--- config.mk ---
export PLATFORM = sky130hd
export DESIGN_NAME = td_token_updater
export DESIGN_NICKNAME = d
export VERILOG_FILES = /design/src/rtl/tdu_pkg.sv /design/src/rtl/tdu_xfer_calc.sv /design/src/rtl/tdu_link_sel.sv /design/src/rtl/td_token_updater.sv
export SDC_FILE = /design/constraint.sdc
export NUM_CORES = 1
export LEC_CHECK = 0
export ABC_AREA = 0
export BUFFER_PORTS_ARGS = -buffer_cell sky130_fd_sc_hd__buf_2
export CORE_MARGIN = 2
export CORE_UTILIZATION = 45
export CTS_CLUSTER_SIZE = 10
export DETAILED_ROUTE_END_ITERATION = 10
export GPL_TIMING_DRIVEN = 0
export HOLD_SLACK_MARGIN = 0.05
export PLACE_DENSITY = 0.71
export SETUP_SLACK_MARGIN = 0.3
export SYNTH_ARGS = -nofsm -noshare
export SYNTH_HDL_FRONTEND = slang
export SYNTH_SLANG_ARGS = --single-unit
--- constraint.sdc ---
create_clock -name clk -period 14.3 [get_ports clk]
set_clock_uncertainty 0.2 [all_clocks]
set_input_delay 0.715 -clock clk [delete_from_list [all_inputs] [get_ports clk]]
set_output_delay 0.715 -clock clk [all_outputs]
set_load 0.005 [all_outputs]
--- src/rtl/tdu_pkg.sv ---
package tdu_pkg;
    localparam int CNT_W     = 16;
    localparam int OFS_W     = 12;
    localparam int PAGE_W    = 3;
    localparam int PTR_W     = 32;
    localparam int LEN_W     = 11;
    localparam int NUM_PAGES = 5;

    localparam logic [PAGE_W-1:0] LAST_PAGE  = PAGE_W'(NUM_PAGES - 1);
    localparam logic [CNT_W-1:0]  BYTE_LIMIT = CNT_W'(NUM_PAGES) << OFS_W;

    typedef struct packed {
        logic              active;
        logic              zlen;
        logic              ioc;
        logic              toggle;
        logic [PAGE_W-1:0] page;
        logic [OFS_W-1:0]  offset;
        logic [CNT_W-1:0]  bytes;
    } td_state_t;

    typedef struct packed {
        logic [CNT_W-1:0] bytes;
        logic             ok;
        logic             short_pkt;
        logic             dir_in;
    } txn_res_t;

    function automatic logic [CNT_W-1:0] min_cnt(input logic [CNT_W-1:0] a,
                                                 input logic [CNT_W-1:0] b);
        return (a < b) ? a : b;
    endfunction
endpackage

--- src/rtl/tdu_xfer_calc.sv ---
module tdu_xfer_calc import tdu_pkg::*; (
    input  td_state_t cur,
    input  txn_res_t  res,
    input  logic      tog_ctl,
    output td_state_t nxt,
    output logic      retire,
    output logic      use_alt,
    output logic      page_err
);
    logic [CNT_W-1:0] moved;
    logic [CNT_W-1:0] remain;
    logic [OFS_W:0]   ofs_sum;
    logic             carry;

    always_comb begin
        moved    = min_cnt(res.bytes, cur.bytes);
        remain   = cur.bytes - moved;
        ofs_sum  = {1'b0, cur.offset} + moved[OFS_W:0];
        carry    = ofs_sum[OFS_W];
        nxt      = cur;
        retire   = 1'b0;
        use_alt  = 1'b0;
        page_err = 1'b0;
        if (res.ok) begin
            nxt.bytes  = remain;
            nxt.offset = ofs_sum[OFS_W-1:0];
            if (carry && remain != '0) begin
                if (cur.page >= LAST_PAGE) page_err = 1'b1;
                else                       nxt.page = cur.page + 1'b1;
            end
            if (tog_ctl) nxt.toggle = ~cur.toggle;
            if (cur.zlen || remain == '0) begin
                retire = 1'b1;
            end else if (res.short_pkt && res.dir_in) begin
                retire  = 1'b1;
                use_alt = 1'b1;
            end
            if (retire) nxt.active = 1'b0;
        end
    end

    // the alternate link is only ever chosen as part of a retirement
    always_comb a_r9_alt_needs_retire: assert (!(use_alt && !retire));
    // a result never makes the remaining count grow
    always_comb a_r1_no_growth: assert (nxt.bytes <= cur.bytes);
endmodule

--- src/rtl/tdu_link_sel.sv ---
module tdu_link_sel import tdu_pkg::*; (
    input  logic             clk,
    input  logic             rst,
    input  logic             clear,
    input  logic             retire_en,
    input  logic             use_alt,
    input  logic [PTR_W-1:0] pri_ptr,
    input  logic [PTR_W-1:0] alt_ptr,
    output logic [PTR_W-1:0] sel_ptr,
    output logic             empty
);
    logic [PTR_W-1:0] pick;

    assign pick = use_alt ? alt_ptr : pri_ptr;

    always_ff @(posedge clk) begin
        if (rst || clear) begin
            sel_ptr <= '0;
            empty   <= 1'b0;
        end else if (retire_en) begin
            sel_ptr <= pick;
            empty   <= pick[0];
        end
    end

    // the queue-empty flag follows the terminate flag of the chosen link
    a_r10_empty_tracks_term: assert property (@(posedge clk) disable iff (rst)
        (retire_en && !clear) |=> (empty == $past(use_alt ? alt_ptr[0] : pri_ptr[0])));
endmodule

--- src/rtl/td_token_updater.sv ---
module td_token_updater import tdu_pkg::*; (
    input  logic              clk,
    input  logic              rst,
    input  logic              ld_valid,
    input  logic [CNT_W-1:0]  ld_bytes,
    input  logic              ld_active,
    input  logic              ld_ioc,
    input  logic              ld_toggle,
    input  logic [PAGE_W-1:0] ld_page,
    input  logic [OFS_W-1:0]  ld_offset,
    input  logic [PTR_W-1:0]  ld_next,
    input  logic [PTR_W-1:0]  ld_alt,
    input  logic              tog_ctl,
    input  logic [LEN_W-1:0]  max_pkt,
    input  logic              res_valid,
    input  logic [CNT_W-1:0]  res_bytes,
    input  logic              res_ok,
    input  logic              res_short,
    input  logic              res_in,
    output logic              res_ready,
    output logic              req_valid,
    output logic [CNT_W-1:0]  req_len,
    output logic              req_zero,
    output logic              active,
    output logic [CNT_W-1:0]  bytes_left,
    output logic [PAGE_W-1:0] page,
    output logic [OFS_W-1:0]  offset,
    output logic              toggle,
    output logic              done,
    output logic [PTR_W-1:0]  next_ptr,
    output logic              queue_empty,
    output logic              irq_pending,
    output logic              err_len,
    output logic              err_page
);
    td_state_t        st_q, st_nx;
    txn_res_t         res;
    logic [PTR_W-1:0] pri_q, alt_q;
    logic             done_q, irq_q, err_len_q, err_page_q;
    logic             take, retire, use_alt, page_err;
    logic             over, page_bad;

    assign res      = '{bytes: res_bytes, ok: res_ok, short_pkt: res_short, dir_in: res_in};
    assign take     = res_valid && st_q.active && !ld_valid;
    assign over     = ld_bytes > BYTE_LIMIT;
    assign page_bad = ld_page > LAST_PAGE;

    tdu_xfer_calc u_calc (
        .cur      (st_q),
        .res      (res),
        .tog_ctl  (tog_ctl),
        .nxt      (st_nx),
        .retire   (retire),
        .use_alt  (use_alt),
        .page_err (page_err)
    );

    tdu_link_sel u_link (
        .clk       (clk),
        .rst       (rst),
        .clear     (ld_valid),
        .retire_en (take && retire),
        .use_alt   (use_alt),
        .pri_ptr   (pri_q),
        .alt_ptr   (alt_q),
        .sel_ptr   (next_ptr),
        .empty     (queue_empty)
    );

    always_ff @(posedge clk) begin
        if (rst) begin
            st_q       <= '0;
            pri_q      <= '0;
            alt_q      <= '0;
            done_q     <= 1'b0;
            irq_q      <= 1'b0;
            err_len_q  <= 1'b0;
            err_page_q <= 1'b0;
        end else begin
            done_q <= 1'b0;
            if (ld_valid) begin
                pri_q         <= ld_next;
                alt_q         <= ld_alt;
                irq_q         <= 1'b0;
                err_len_q     <= over;
                err_page_q    <= page_bad;
                st_q.active   <= ld_active && !over && !page_bad;
                st_q.zlen     <= (ld_bytes == '0);
                st_q.ioc      <= ld_ioc;
                st_q.toggle   <= ld_toggle;
                st_q.page     <= page_bad ? LAST_PAGE : ld_page;
                st_q.offset   <= ld_offset;
                st_q.bytes    <= over ? '0 : ld_bytes;
            end else if (take) begin
                st_q <= st_nx;
                if (page_err) err_page_q <= 1'b1;
                if (retire) begin
                    done_q <= 1'b1;
                    if (st_q.ioc) irq_q <= 1'b1;
                end
            end
        end
    end

    assign res_ready   = st_q.active && !ld_valid;
    assign req_valid   = st_q.active;
    assign req_zero    = st_q.zlen;
    assign req_len     = st_q.zlen ? '0 : min_cnt(st_q.bytes, CNT_W'(max_pkt));
    assign active      = st_q.active;
    assign bytes_left  = st_q.bytes;
    assign page        = st_q.page;
    assign offset      = st_q.offset;
    assign toggle      = st_q.toggle;
    assign done        = done_q;
    assign irq_pending = irq_q;
    assign err_len     = err_len_q;
    assign err_page    = err_page_q;

    // results offered to an inactive descriptor leave it untouched
    a_r12_ignore_idle: assert property (@(posedge clk) disable iff (rst)
        (res_valid && !active && !ld_valid) |=> ($stable(bytes_left) && $stable(toggle) && !done));
    // the stored count never exceeds the five-page limit
    a_r2_count_limit: assert property (@(posedge clk) disable iff (rst)
        bytes_left <= BYTE_LIMIT);
    // page index stays within 0..4
    a_r6_page_range: assert property (@(posedge clk) disable iff (rst)
        page <= LAST_PAGE);
    // the completion strobe only appears with the descriptor inactive and lasts one cycle
    a_r8_done_inactive: assert property (@(posedge clk) disable iff (rst)
        done |-> (!active && !$past(done)));
    // an enabled interrupt is raised by retirement
    a_r11_irq_on_retire: assert property (@(posedge clk) disable iff (rst)
        (take && retire && st_q.ioc) |=> irq_pending);
endmodule

==> flow_metrics.tcl <==
set metrics [dict create \
    status "complete, no violations" \
    synthTopCellsByCount "136 x nor2_1, 135 x dfxtp_1, 115 x mux2i_1" \
    synth_most_common_cell "nor2_1" \
    drive_gt1_share_pct 23.43 \
    vias 7579 \
    tritoncts "done" \
    fp.dieW_um 135.6 \
    crit_path_end "u_link.sel_ptr[17]$_SDFFE_PP0P_" \
    r2r-end "u_link.sel_ptr[17]$_SDFFE_PP0P_" \
    ios 222 \
    rows 48 \
    drt_wl_total_um 24250 \
    finalCriticalPeriod_ps 6549 \
    rsz0062_at_grt "no" \
    p_seq_share_pct 39.9 \
    fmax_mhz 152.7 \
    hp-class "reg2reg" \
    p_sw_uw 301.9 \
    initial_utilization_pct 45.52 \
    timing.final.crit_share_pct 45.80 \
    firstDrtPassIters 6 \
    htree_num_levels 4 \
    power.density_nw_per_um2 104.0 \
    path_class "reg2reg" \
    grt_max_degree 17 \
    drv_slew 0 \
    syn_inst 930 \
    yosysTopAreaCellShare_pct 34.69 \
    overflow 0 \
    critPathTopFamily "compound AO/OA/AOI/OAI gates" \
    crit_required_ps 14450 \
    worst_pin_slew_ps 965.6 \
    yosysTopAreaCell "dfxtp_1" \
    fin_nets 1357 \
    numCtsBuffers 17 \
    critical_path_arrival_ps 6700 \
    drt_iter0_markers 328 \
    path_max_fanout 10 \
    setup_violations 0 \
    critPathBufInv 4 \
    gp_congestion 0.9241 \
    r2r_start "bytes_left[9]$_SDFFE_PP0P_" \
    port_buffers 216 \
    synth-edff-count 0 \
    end_kind "flop" \
    cp-startpoint "bytes_left[9]$_SDFFE_PP0P_" \
    synth.distinct_cells 58 \
    path_cells "inv_1 -> ha_1 -> a211oi_1 -> o21bai_1 -> a211oi_1 -> o21ai_1 -> nor2_1 -> clkbuf_1 -> nand2_1 -> o21ai_0 -> inv_1 -> ha_1 -> nor2b_1 -> o31a_1 -> o21ai_0 -> o311ai_0 -> nand4_1 -> nor4_4 -> a21oi_2 -> a21oi_2 -> clkbuf_1 -> o21ai_0 -> a21oi_1" \
    core_area_um2 17120 \
    reg2regPathDepth 23 \
    ys_async_sr_fraction_pct 0 \
    hold_violations 0 \
    power_mw 1.011 \
    cts_resized 0 \
    max_cap_violations 0 \
    grt_pass1_wl_um 37360 \
    grt_pass1_vias 7335 \
    avgSynthCellArea_um2 8.378 \
    p_clk_share_pct 40.7 \
    slew_headroom_pct 35.62 \
    clkLatencyLatePin_ps 420 \
    ys_seq_elements 135 \
    crit_top_cell "o21ai_0" \
    p_comb_share_pct 19.4 \
    cp-start-kind "flop" \
    yosysWarningCount 0 \
    track_usage_pct 26.23 \
    p_leak_nw 4.650 \
    crit_slowest_cell "o311ai_0" \
    clkTransAtPathRegs_ps 60 \
    die-area_um2 18380 \
    ff2ff_setup_slack_ps 7750 \
    hpwl_um 18660 \
    swShare_pct 29.87 \
    clockRootBuffer "clkbuf_16" \
    slowest_delay_ps 520 \
    synth_ff_type "dfxtp_1" \
    cts_setup_buffers 0 \
    avgRoutedWirePerCell_um 17.22 \
    antenna_found_initial 3 \
    cts_buffer_depth 2 \
    finalSetupTns_ps 0 \
    synth_area_leaders "dfxtp_1 35%, mux2i_1 15%, ha_1 8.5%" \
    ant_nets 0 \
    drc_errors 0 \
    die_h_um 135.6 \
    vias_per_cell 5.383 \
    hold_buffers 0 \
    path_depth 23 \
    ys_seq_area_share_pct 34.69 \
    synth_area_um2 7791 \
    clock_sinks 135 \
    peakVddDrop_v 0.00006550 \
    intPower_uw 708.8 \
    area_delta_synth_final_pct 24.73 \
]
## state kept, by name, summed over array words and instances (netlist names)
register	count
active	1
alt_q	32
bytes_left	16
done	1
err_len	1
err_page	1
irq_pending	1
offset	12
page	3
pri_q	32
req_zero	1
st_q	1
toggle	1
u_link.sel_ptr	32
## per-layer routing
metal  vias up  global-route usage, %  share of wire, %
met3        48                  7.295               8.5
li1       3744                      -                 -
met2       315                  44.33                46
met5         -                      0             0.045
met1      3470                  31.67                42
met4         2                  10.07               2.8
## cell usage in the layout, fill, tap and decap left out, types with 3 or more instances in the layout
cell type  synthesis  routed
ha_1              53      53
or2_2              3       3
nand2_1           56      56
inv_6              0       9
xor2_1             8       8
buf_2              6     222
a221oi_1           3       3
nor4_1             6       6
o21ai_0           69      69
a21oi_1           92      92
conb_1             1       5
nor2b_1            3       3
a31oi_1            8       8
o211ai_1           6       6
nand4_1            4       4
o21a_1             6       6
nand2b_1           5       5
o31ai_1            4       4
nand3_1            8       8
o31a_1             3       3
o21bai_1           5       5
o21ai_1            5       5
a21o_1             7       7
nor2_1           136     136
and2_1             4       4
nor3b_1            3       3
buf_6              5       5
clkbuf_16          0      17
xnor2_1           13      13
dfxtp_1          135     135
mux2i_1          115     115
buf_4              7       7
inv_1             51      51
nor3_1             9       9
and3_1             5       5
a22oi_1            3       3
a211oi_1          15      15
clkbuf_1          39      40
## worst min path at each step
stage / startpoint / to / slack, ps / depth (start not counted)
6_report: irq_pending$_SDFFE_PP0P_ / irq_pending$_SDFFE_PP0P_ / 290 / 2
5_1_grt: ld_next[11] / pri_q[11]$_SDFFE_PP0P_ / 310 / 3
4_1_cts: irq_pending$_SDFFE_PP0P_ / irq_pending$_SDFFE_PP0P_ / 300 / 2
3_5_place_dp: irq_pending$_SDFFE_PP0P_ / irq_pending$_SDFFE_PP0P_ / 280 / 2
3_3_place_gp: irq_pending$_SDFFE_PP0P_ / irq_pending$_SDFFE_PP0P_ / 250 / 2
2_1_floorplan: st_q[32]$_SDFFE_PP0P_ / irq_pending$_SDFFE_PP0P_ / 250 / 2
## power by group through the flow
stage / Combinational (mW) / Clock, mW / Sequential (mW)
3_3_place_gp: 0.190 / 0 / 0.411
5_1_grt: 0.217 / 0.432 / 0.405
3_5_place_dp: 0.194 / 0 / 0.412
6_report: 0.196 / 0.411 / 0.404
2_1_floorplan: 0.132 / 0 / 0.408
4_1_cts: 0.195 / 0.417 / 0.403
## kinds of logic after synthesis
| kind of cell | Yosys count | synth area share (%) |
|---|---|---|
| other cells | 1 | 0.04813 |
| mux | 115 | 14.77 |
| simple gates | 250 | 14.04 |
| xor+xnor | 21 | 2.361 |
| fa+ha+maj | 55 | 9.025 |
| buf+inv | 112 | 6.311 |
| compound gates | 241 | 18.76 |
| flops | 135 | 34.69 |
## worst reg2reg max path, cell delays in order (launching register included)
cell and delay, ps:
dfxtp_1 470, inv_1 90, ha_1 300, a211oi_1 210
o21bai_1 100, a211oi_1 240, o21ai_1 190, nor2_1 470
clkbuf_1 480, nand2_1 90, o21ai_0 270, inv_1 180
ha_1 310, nor2b_1 240, o31a_1 300, o21ai_0 130
o311ai_0 520, nand4_1 300, nor4_4 270, a21oi_2 140
a21oi_2 200, clkbuf_1 460, o21ai_0 170, a21oi_1 160
## stage by stage
step | instance area (um^2) | hold slack, ps | instances | util [%] | setup WS [ps]
after floorplan | 7806 | 254.6 | 934 | - | 8634
after global placement | 9169 | 249.1 | 1375 | 53.57 | 7657
after detailed placement | 9169 | 280.2 | 1375 | 53.57 | 7575
after CTS | 9716 | 297.6 | 1407 | 56.76 | 7873
after global routing | 9716 | 313.5 | 1407 | 56.76 | 7312
final | 9718 | 289.2 | 1408 | 56.78 | 7751
## layout make-up
cell class,instances,area (um^2)
fill,1589,7398
antenna,1,2.502
buffer,59,292.8
multi-input combinational,687,4612
tap,225,281.5
timing repair buffer,216,1081
inverter,53,198.9
clock buffer,19,442.9
clock inverter,13,103.9
sequential,135,2703
Power figures use the tool's default switching activity.
